--- src/rtl/pn_pkg.sv ---
package pn_pkg;

  typedef struct packed {
    logic load;
    logic shift;
    logic useDefault;
  } pn_strobe_t;

  // Tap mask: polynomial term x^k maps to state bit (width - k).
  function automatic logic [31:0] tapMask(input int width);
    logic [31:0] m;
    m = '0;
    case (width)
      8:  m = 32'h0000_001D;   // bits 0,2,3,4
      16: m = 32'h0000_002D;   // bits 0,2,3,5
      32: m = 32'hC000_0401;   // bits 0,10,30,31
      default: m = '0;
    endcase
    return m;
  endfunction

endpackage

--- src/rtl/pn_datapath.sv ---
module pn_datapath #(
  parameter int WIDTH    = 8,
  parameter bit USE_XNOR = 1'b0
) (
  input  logic                   clk,
  input  logic                   rst,
  input  pn_pkg::pn_strobe_t     ctl,
  input  logic [WIDTH-1:0]       seedIn,
  output logic [WIDTH-1:0]       stateQ,
  output logic                   lockSeed,
  output logic                   wrapNext
);
  localparam logic [31:0]      TAP_FULL = pn_pkg::tapMask(WIDTH);
  localparam logic [WIDTH-1:0] TAPS     = TAP_FULL[WIDTH-1:0];
  localparam logic [WIDTH-1:0] ONE      = {{(WIDTH-1){1'b0}}, 1'b1};
  localparam logic [WIDTH-1:0] DEF_SEED = USE_XNOR ? ~ONE : ONE;
  localparam logic [WIDTH-1:0] LOCK_VAL = USE_XNOR ? {WIDTH{1'b1}} : {WIDTH{1'b0}};

  logic [WIDTH-1:0] seedQ;
  logic [WIDTH-1:0] shifted;
  logic             feedback;
  logic             parity;

  assign parity = ^(stateQ & TAPS);

  generate
    if (USE_XNOR) begin : g_xnor
      assign feedback = ~parity;
    end else begin : g_xor
      assign feedback = parity;
    end
  endgenerate

  assign shifted  = {feedback, stateQ[WIDTH-1:1]};
  assign lockSeed = (seedIn == LOCK_VAL);
  assign wrapNext = (shifted == seedQ);

  always_ff @(posedge clk) begin
    if (rst) begin
      stateQ <= DEF_SEED;
      seedQ  <= DEF_SEED;
    end else if (ctl.load) begin
      stateQ <= ctl.useDefault ? DEF_SEED : seedIn;
      seedQ  <= ctl.useDefault ? DEF_SEED : seedIn;
    end else if (ctl.shift) begin
      stateQ <= shifted;
    end
  end

endmodule

--- src/rtl/pn_ctrl.sv ---
module pn_ctrl (
  input  logic               clk,
  input  logic               rst,
  input  logic               enable,
  input  logic               loadSeed,
  input  logic               lockSeed,
  input  logic               wrapNext,
  output pn_pkg::pn_strobe_t ctl,
  output logic               seedInvalid,
  output logic               periodDone
);
  always_comb begin
    ctl.load       = loadSeed;
    ctl.shift      = enable & ~loadSeed;
    ctl.useDefault = loadSeed & lockSeed;
  end

  always_ff @(posedge clk) begin
    if (rst) begin
      seedInvalid <= 1'b0;
      periodDone  <= 1'b0;
    end else begin
      seedInvalid <= ctl.useDefault;
      periodDone  <= ctl.shift & wrapNext;
    end
  end

endmodule

--- src/rtl/pn_gen.sv ---
module pn_gen #(
  parameter int WIDTH    = 8,
  parameter bit USE_XNOR = 1'b0
) (
  input  logic             clk,
  input  logic             rst,
  input  logic             enable,
  input  logic             loadSeed,
  input  logic [WIDTH-1:0] seedIn,
  output logic             pnBit,
  output logic [WIDTH-1:0] stateOut,
  output logic             seedInvalid,
  output logic             periodDone
);
  pn_pkg::pn_strobe_t ctl;
  logic lockSeed;
  logic wrapNext;

  pn_ctrl u_ctrl (
    .clk         (clk),
    .rst         (rst),
    .enable      (enable),
    .loadSeed    (loadSeed),
    .lockSeed    (lockSeed),
    .wrapNext    (wrapNext),
    .ctl         (ctl),
    .seedInvalid (seedInvalid),
    .periodDone  (periodDone)
  );

  pn_datapath #(.WIDTH(WIDTH), .USE_XNOR(USE_XNOR)) u_dp (
    .clk      (clk),
    .rst      (rst),
    .ctl      (ctl),
    .seedIn   (seedIn),
    .stateQ   (stateOut),
    .lockSeed (lockSeed),
    .wrapNext (wrapNext)
  );

  assign pnBit = stateOut[0];

endmodule

--- config.mk ---
export PLATFORM = sky130hd
export DESIGN_NAME = pn_gen
export DESIGN_NICKNAME = d
export VERILOG_FILES = /design/src/rtl/pn_pkg.sv /design/src/rtl/pn_datapath.sv /design/src/rtl/pn_ctrl.sv /design/src/rtl/pn_gen.sv
export SDC_FILE = /design/constraint.sdc
export NUM_CORES = 1
export LEC_CHECK = 0
export BUFFER_PORTS_ARGS = -buffer_cell sky130_fd_sc_hd__clkbuf_2
export CORE_MARGIN = 1.5
export CORE_UTILIZATION = 44
export DETAILED_ROUTE_END_ITERATION = 10
export PLACE_DENSITY = 0.84
export SLEW_MARGIN = 20
export SYNTH_ARGS = -nofsm -noshare
export SYNTH_HDL_FRONTEND = slang
export SYNTH_SLANG_ARGS = --single-unit
export TNS_END_PERCENT = 50
--- constraint.sdc ---
create_clock -name clk -period 1.4 [get_ports clk]
set_clock_uncertainty 0.2 [all_clocks]
set_input_delay 0.07 -clock clk [delete_from_list [all_inputs] [get_ports clk]]
set_output_delay 0.07 -clock clk [all_outputs]
set_load 0.05 [all_outputs]
==> flow_metrics.py, run 1 <==
metrics = {
    "floorplan": {
        "coreArea_um2": 1750,
        "dieHeight_um": 46.6,
        "rows": 15,
        "die_w_um": 46.6,
        "io_pins": 23,
        "start_util_pct": 47.8,
        "fp.dieArea_um2": 2170,
    },
    "clocking": {
        "clk_transition_reported_paths_ps": 90,
        "cts.sinks": 18,
        "ctsHoldBuffers": 10,
        "htree_num_levels": 1,
        "clkLatencyLatePin_ps": 290,
        "clockBufferDepth": 2,
        "cts_buffers": 3,
        "cts_tree": "yes",
        "postCtsSetupBuffers": 0,
        "cts-root-buf": "clkbuf_4",
    },
    "sta": {
        "fmax_mhz": 737,
        "hold_ws_ps": -150,
        "relSlewSlack_pct": 71.5,
        "rsz0062_at_grt": "true",
        "worst_pin_slew_ps": 423,
        "min_period_over_period_pct": 96.9,
        "hold_viol_final": 7,
        "finalSetupViolCount": 0,
        "post-route-min-period_ps": 1360,
        "timing.final.max_slew_violations": 0,
        "finalSetupTns_ps": 0,
    },
    "pwr": {
        "power_frac_seq_pct": 51.8,
        "power_uw": 1100,
        "static-leakage-power_uw": 0.000505,
        "p_clk_share_pct": 23.5,
        "p_sw_share_pct": 30.8,
        "p_per_area_nw_per_um2": 972,
        "p_int_uw": 761,
        "vdd_drop_max_uv": 489,
        "comb_power_share_pct": 24.8,
        "p_sw_uw": 338,
    },
    "route": {
        "initialDrtViolationCount": 7,
        "firstDrtPassIters": 4,
        "ant_nets": 0,
        "wl_per_cell_um": 13.0,
        "drcViolationCount": 0,
        "routed_wl_um": 1920,
        "vias_per_cell": 5.06,
        "vias": 744,
    },
    "synthesis": {
        "synth_cells": 92,
        "synth_seq_area_share_pct": 43.2,
        "synth_edf_count": 0,
        "syn_area_per_cell_um2": 9.07,
        "syn_nets": 104,
        "ys_ff_latch": 18,
        "yosys_warnings": 0,
        "syn_area_um2": 835,
        "synthFlopType": "dfxtp_1",
        "synth.distinct_cells": 23,
        "synthArstFlopShare_pct": 0,
    },
    "worst_setup_path": {
        "worstSetupPathType": "flip-flop to flip-flop",
        "critPathMaxFanout": 5,
        "required_ps": 1420,
        "path_delay_family": "compound AO/OA/AOI/OAI gates",
        "cpPeakStageDelay_ps": 380,
        "end_kind": "flip-flop",
        "crit_buf_inv": 0,
        "crit_path_start_kind": "flip-flop",
        "crit_arrival_ps": 1380,
        "crit_path_cell_trace": "xnor2_2 > xnor2_1 > a211o_1 > a21oi_2",
        "crit_path_top_delay_cell": "dfxtp_4",
    },
    "finish": {
        "fillCellCount": 144,
        "stdcell_count": 147,
        "areaGrowthSynthToFinish_pct": 35.5,
        "nNetsFinal": 135,
        "drive_gt1_share_pct": 32.0,
        "final_common_cell": "clkbuf_2",
        "final_cell_mix": "clkbuf_2, nor2_1, mux2i_1, dfxtp_1, xnor2_1",
        "num_antenna_cells": 0,
    },
    "status": {
        "outcome": "finished with violations",
        "violations": "negative hold slack",
    },
    "global_routing": {
        "grt_usage_pct": 19.4,
        "grt_overflow": 0,
        "grt_pass1_wl_um": 2930,
        "grt_pass1_vias": 697,
        "antenna_found_initial": 0,
        "grt_start_max_net_pins": 26,
    },
    "place": {
        "dp_hpwl_um": 1280,
        "port_buffers": 22,
        "dp.cells": 134,
        "finalWeightedCongestion": 0.787,
    },
    "run": {
        "maxCapViolations": 0,
    },
    "hold_path": {
        "min_path_type": "input pin to flip-flop",
    },
}
-- kinds of logic (layout without fill, tap and decap cells) --
| group | count (synthesis) | after routing | synth area share, % |
|---|---|---|---|
| AO/OA/AOI/OAI | 12 | 12 | 9.00 |
| XOR/XNOR | 11 | 11 | 11.5 |
| flip-flops | 18 | 18 | 43.2 |
| buffers and inverters | 7 | 37 | 4.05 |
| multiplexers | 12 | 12 | 14.4 |
| AND/OR/NAND/NOR | 32 | 32 | 17.8 |
-- sequential cells by signal, summed over array words and instances (netlist names) --
signal,cells
u_ctrl.periodDone,1
u_dp.seedQ,8
u_dp.stateQ,8
u_ctrl.seedInvalid,1
-- path summary, 6_finish.rpt --
check,startpoint,end,slack [ps],depth (start not counted)
worst max-delay path,u_dp.stateQ[4],u_dp.stateQ[7],40,4
worst max register to register,u_dp.stateQ[4],u_dp.stateQ[7],40,4
worst min register to register,u_dp.seedQ[7],u_dp.seedQ[7],310,2
worst min-delay path,seedIn[4],u_dp.stateQ[4],-150,3
-- cells in the mapped netlist, drive strengths merged, types with 2 or more instances --
master,count,area [µm²]
nor2,20,75.1
dfxtp,18,360
mux2i,12,120
xnor2,10,87.6
a21oi,8,43.8
buf,4,22.5
clkbuf,3,11.3
nand2,2,7.51
nor4,2,12.5
o21bai,2,15.0
-- final cells by class --
| class | instances | area (µm²) | share of cell area (%) |
|---|---|---|---|
| repair buffers | 33 | 223 | 19.7 |
| clock buffers | 3 | 22.5 | 1.99 |
| clock inverters | 1 | 3.75 | 0.332 |
| flip-flops and latches | 18 | 378 | 33.4 |
| well taps | 25 | 31.3 | 2.77 |
| multi-input cells | 67 | 473 | 41.8 |
-- worst reg2reg max path, cell delays in order, from the launching register on --
cell     delay (ps)
dfxtp_4         380
xnor2_2         140
xnor2_1         150
a211o_1         280
a21oi_2         140
-- power groups by stage --
| stage | sequential (µW) | combinational [µW] | clock [µW] |
|---|---|---|---|
| finish | 569 | 272 | 258 |
| global route | 573 | 293 | 287 |
| CTS | 567 | 262 | 264 |
| detailed placement | 580 | 234 | 0 |
| global placement | 578 | 231 | 0 |
| floorplan | 626 | 132 | 0 |
-- metal layers --
layer  part of all wire (%)  routed length, µm  track usage [%]
met1                     42                805             21.2
met2                     52                990             33.3
met3                    2.5                 48             4.31
met4                    3.7                 71             12.0
met5                      0                  0                0
-- timing repair --
item,4_1_cts,5_1_grt
setup endpoints to repair,0,8
endpoints found under the hold margin,17,7
gates resized for setup,0,8
-- per-stage QoR --
stage | setup WS (ps) | util (%) | hold WS, ps | area (µm²)
4_1_cts | 6.99 | 63.4 | -154 | 1110
2_1_floorplan | 8.94 | - | 11.4 | 858
3_3_place_gp | 74.4 | 56.2 | 133 | 981
6_report | 44.1 | 64.8 | -150 | 1130
5_1_grt | -5.14 | 64.8 | -135 | 1130
3_5_place_dp | 23.7 | 56.2 | 147 | 981
(Power assumes the default switching activity.)
==> run 2: changes to the inputs <==
CORE_UTILIZATION = 45   (was 44)
SYNTH_HIERARCHICAL = 1   (was not set)
==> run 2 against run 1 <==
Net effect: the flow finishes with violations (negative hold slack, negative setup slack); critical path depth stayed put; first-iteration DRC count rose by 130%; die area is 5.6% higher; largest cell class unchanged; area after synthesis increased by 8.4%; final cell count is 13% higher.
==> flow_metrics.py, run 2 <==
metrics = {
    "status": {
        "outcome": "finished with violations",
        "violations": "negative hold slack, negative setup slack",
    },
    "sta": {
        "rsz0062_at_grt": "true",
        "min_period_over_period_pct": 108,
        "fmax_mhz": 658,
        "hold_ws_ps": -103,
        "relSlewSlack_pct": 75.9,
        "post-route-min-period_ps": 1520,
        "hold_viol_final": 1,
        "worst_pin_slew_ps": 362,
        "finalSetupViolCount": 6,
        "timing.final.max_slew_violations": 0,
        "finalWorstSetupSlack_ps": -119,
    },
    "clocking": {
        "htree_num_levels": 1,
        "clockBufferDepth": 2,
        "clkLatencyLatePin_ps": 290,
        "clk_transition_reported_paths_ps": 110,
        "cts.sinks": 18,
        "ctsHoldBuffers": 8,
        "cts_tree": "yes",
        "cts_buffers": 3,
        "cts-root-buf": "clkbuf_4",
    },
    "finish": {
        "fin_util_pct": 68.9,
        "drive_gt1_share_pct": 42.4,
        "areaGrowthSynthToFinish_pct": 46.5,
        "final_cell_mix": "clkbuf_2, buf_4, dfxtp_1, dlygate4sd3_1",
        "final_common_cell": "clkbuf_2",
        "regArea_um2": 379,
        "nNetsFinal": 152,
        "top_regs": "u_dp/seedQ: 8 flops, u_dp/stateQ: 8 flops",
        "fillCellCount": 149,
        "num_antenna_cells": 0,
        "multi_input_area_um2": 561,
    },
    "synthesis": {
        "synth_edf_count": 0,
        "yosysTopAreaCell": "dfxtp_1",
        "syn_area_um2": 905,
        "yosys_warnings": 6,
        "synthFlopType": "dfxtp_1",
        "synth_seq_area_share_pct": 39.8,
        "ys_ff_latch": 18,
        "synthTopCellsByArea": "dfxtp_1, xor2_1, mux2i_1",
        "syn_area_per_cell_um2": 9.73,
        "synth_top_cell_area_share_pct": 39.8,
        "synth_cells": 93,
        "synthArstFlopShare_pct": 0,
        "synth_most_common_cell": "dfxtp_1",
        "synthTopCellsByCount": "dfxtp_1, nor2_1",
        "synth.distinct_cells": 28,
        "syn_nets": 105,
    },
    "global_routing": {
        "grt_pass1_vias": 789,
        "grt_pass1_wl_um": 3310,
        "grt_usage_pct": 21.4,
        "antenna_found_initial": 0,
        "grt_overflow": 0,
        "grt_start_max_net_pins": 22,
    },
    "run": {
        "maxCapViolations": 0,
    },
    "place": {
        "dp_hpwl_um": 1610,
        "port_buffers": 22,
        "dp_slack_ps": -303,
        "finalWeightedCongestion": 0.856,
    },
    "route": {
        "routed_wl_um": 2530,
        "vias": 854,
        "drcViolationCount": 0,
        "wl_per_cell_um": 15.3,
        "ant_nets": 0,
        "initialDrtViolationCount": 16,
        "firstDrtPassIters": 4,
        "vias_per_cell": 5.14,
    },
    "pwr": {
        "p_per_area_nw_per_um2": 880,
        "static-leakage-power_uw": 0.000599,
        "vdd_drop_max_uv": 496,
    },
    "floorplan": {
        "dieHeight_um": 47.8,
        "fp.dieArea_um2": 2290,
        "start_util_pct": 47.1,
        "die_w_um": 47.8,
        "io_pins": 23,
        "coreArea_um2": 1920,
        "rows": 16,
    },
    "worst_setup_path": {
        "critPathMaxFanout": 3,
        "worstSetupPathType": "flip-flop to flip-flop",
        "crit_arrival_ps": 1520,
        "crit_path_start_kind": "flip-flop",
        "required_ps": 1400,
        "end_kind": "flip-flop",
    },
    "hold_path": {
        "min_path_type": "input pin to flip-flop",
    },
}
-- run 2: cell count changes in the layout (fill, tap and decap cells not counted), moves of 7 or more --
cell and change:
buf_4 +16, nor2_1 -13, nand3b_1 +7, xnor2_1 -7
-- run 2: per-layer routing --
metal  track usage (%)  wire length, µm  vias up
met5                 0                0        -
met4              13.0               19        0
met3              2.26               75        2
met2              37.9             1380       23
met1              24.5             1060      411
li1                  -                -      418
-- run 2: logic make-up (layout without fill, tap and decap cells) --
family | count (synthesis) | after routing | synth area share (%)
muxes | 6 | 6 | 6.64
buffers and inverters | 6 | 52 | 3.60
DFF | 18 | 18 | 39.8
AOI/OAI and AO/OA | 18 | 18 | 13.0
xor gates and xnor gates | 11 | 11 | 13.0
and+or+nand+nor | 34 | 34 | 23.9
-- run 2: area by class of cell --
class / count / area share (%)
sequential: 18 / 28.6
clock buffer: 4 / 1.98
timing repair buffer: 48 / 24.6
tap: 27 / 2.55
multi-input combinational: 69 / 42.3
-- run 2: metrics by stage --
| step | cells | total power, µW | instance area (µm²) | hold slack (ps) | setup TNS (ps) |
|---|---|---|---|---|---|
| global route | 166 | 1220 | 1330 | -104 | -295 |
| detailed placement | 150 | 865 | 1170 | 178 | -3610 |
| global placement | 150 | 859 | 1170 | 181 | -2730 |
| finish | 166 | 1170 | 1330 | -103 | -217 |
| floorplan | 93 | 769 | 955 | -60.9 | -514 |
| CTS | 163 | 1160 | 1280 | -110 | -133 |
-- run 2: repair_timing --
item                                    4_1_cts  5_1_grt
setup buffers                                 1        3
endpoints found under the setup margin        1        9
pin swaps                                     1        4
resized for setup                             0        5
hold endpoints to repair                     15        1
-- run 2: power breakdown --
group	total, µW	internal, µW	switching (µW)	leakage, µW
sequential	566	538	28.1	0.000151
clock	271	111	160	0.0000150
combinational	329	158	171	0.000432
-- run 2: worst paths after layout --
path	endpoint	cells after the start	slack [ps]	startpoint
min reg2reg	u_dp/seedQ[4]	2	290	u_dp/seedQ[4]
max	u_ctrl/periodDone	4	-120	u_dp/stateQ[2]
min	u_ctrl/periodDone	2	-100	enable
max reg2reg	u_ctrl/periodDone	4	-120	u_dp/stateQ[2]
-- run 2: worst max-delay path: stages (launching register included) --
cell and delay, ps:
dfxtp_4 380, xnor2_4 170, xnor3_1 320, and3_1 150, and4bb_2 210
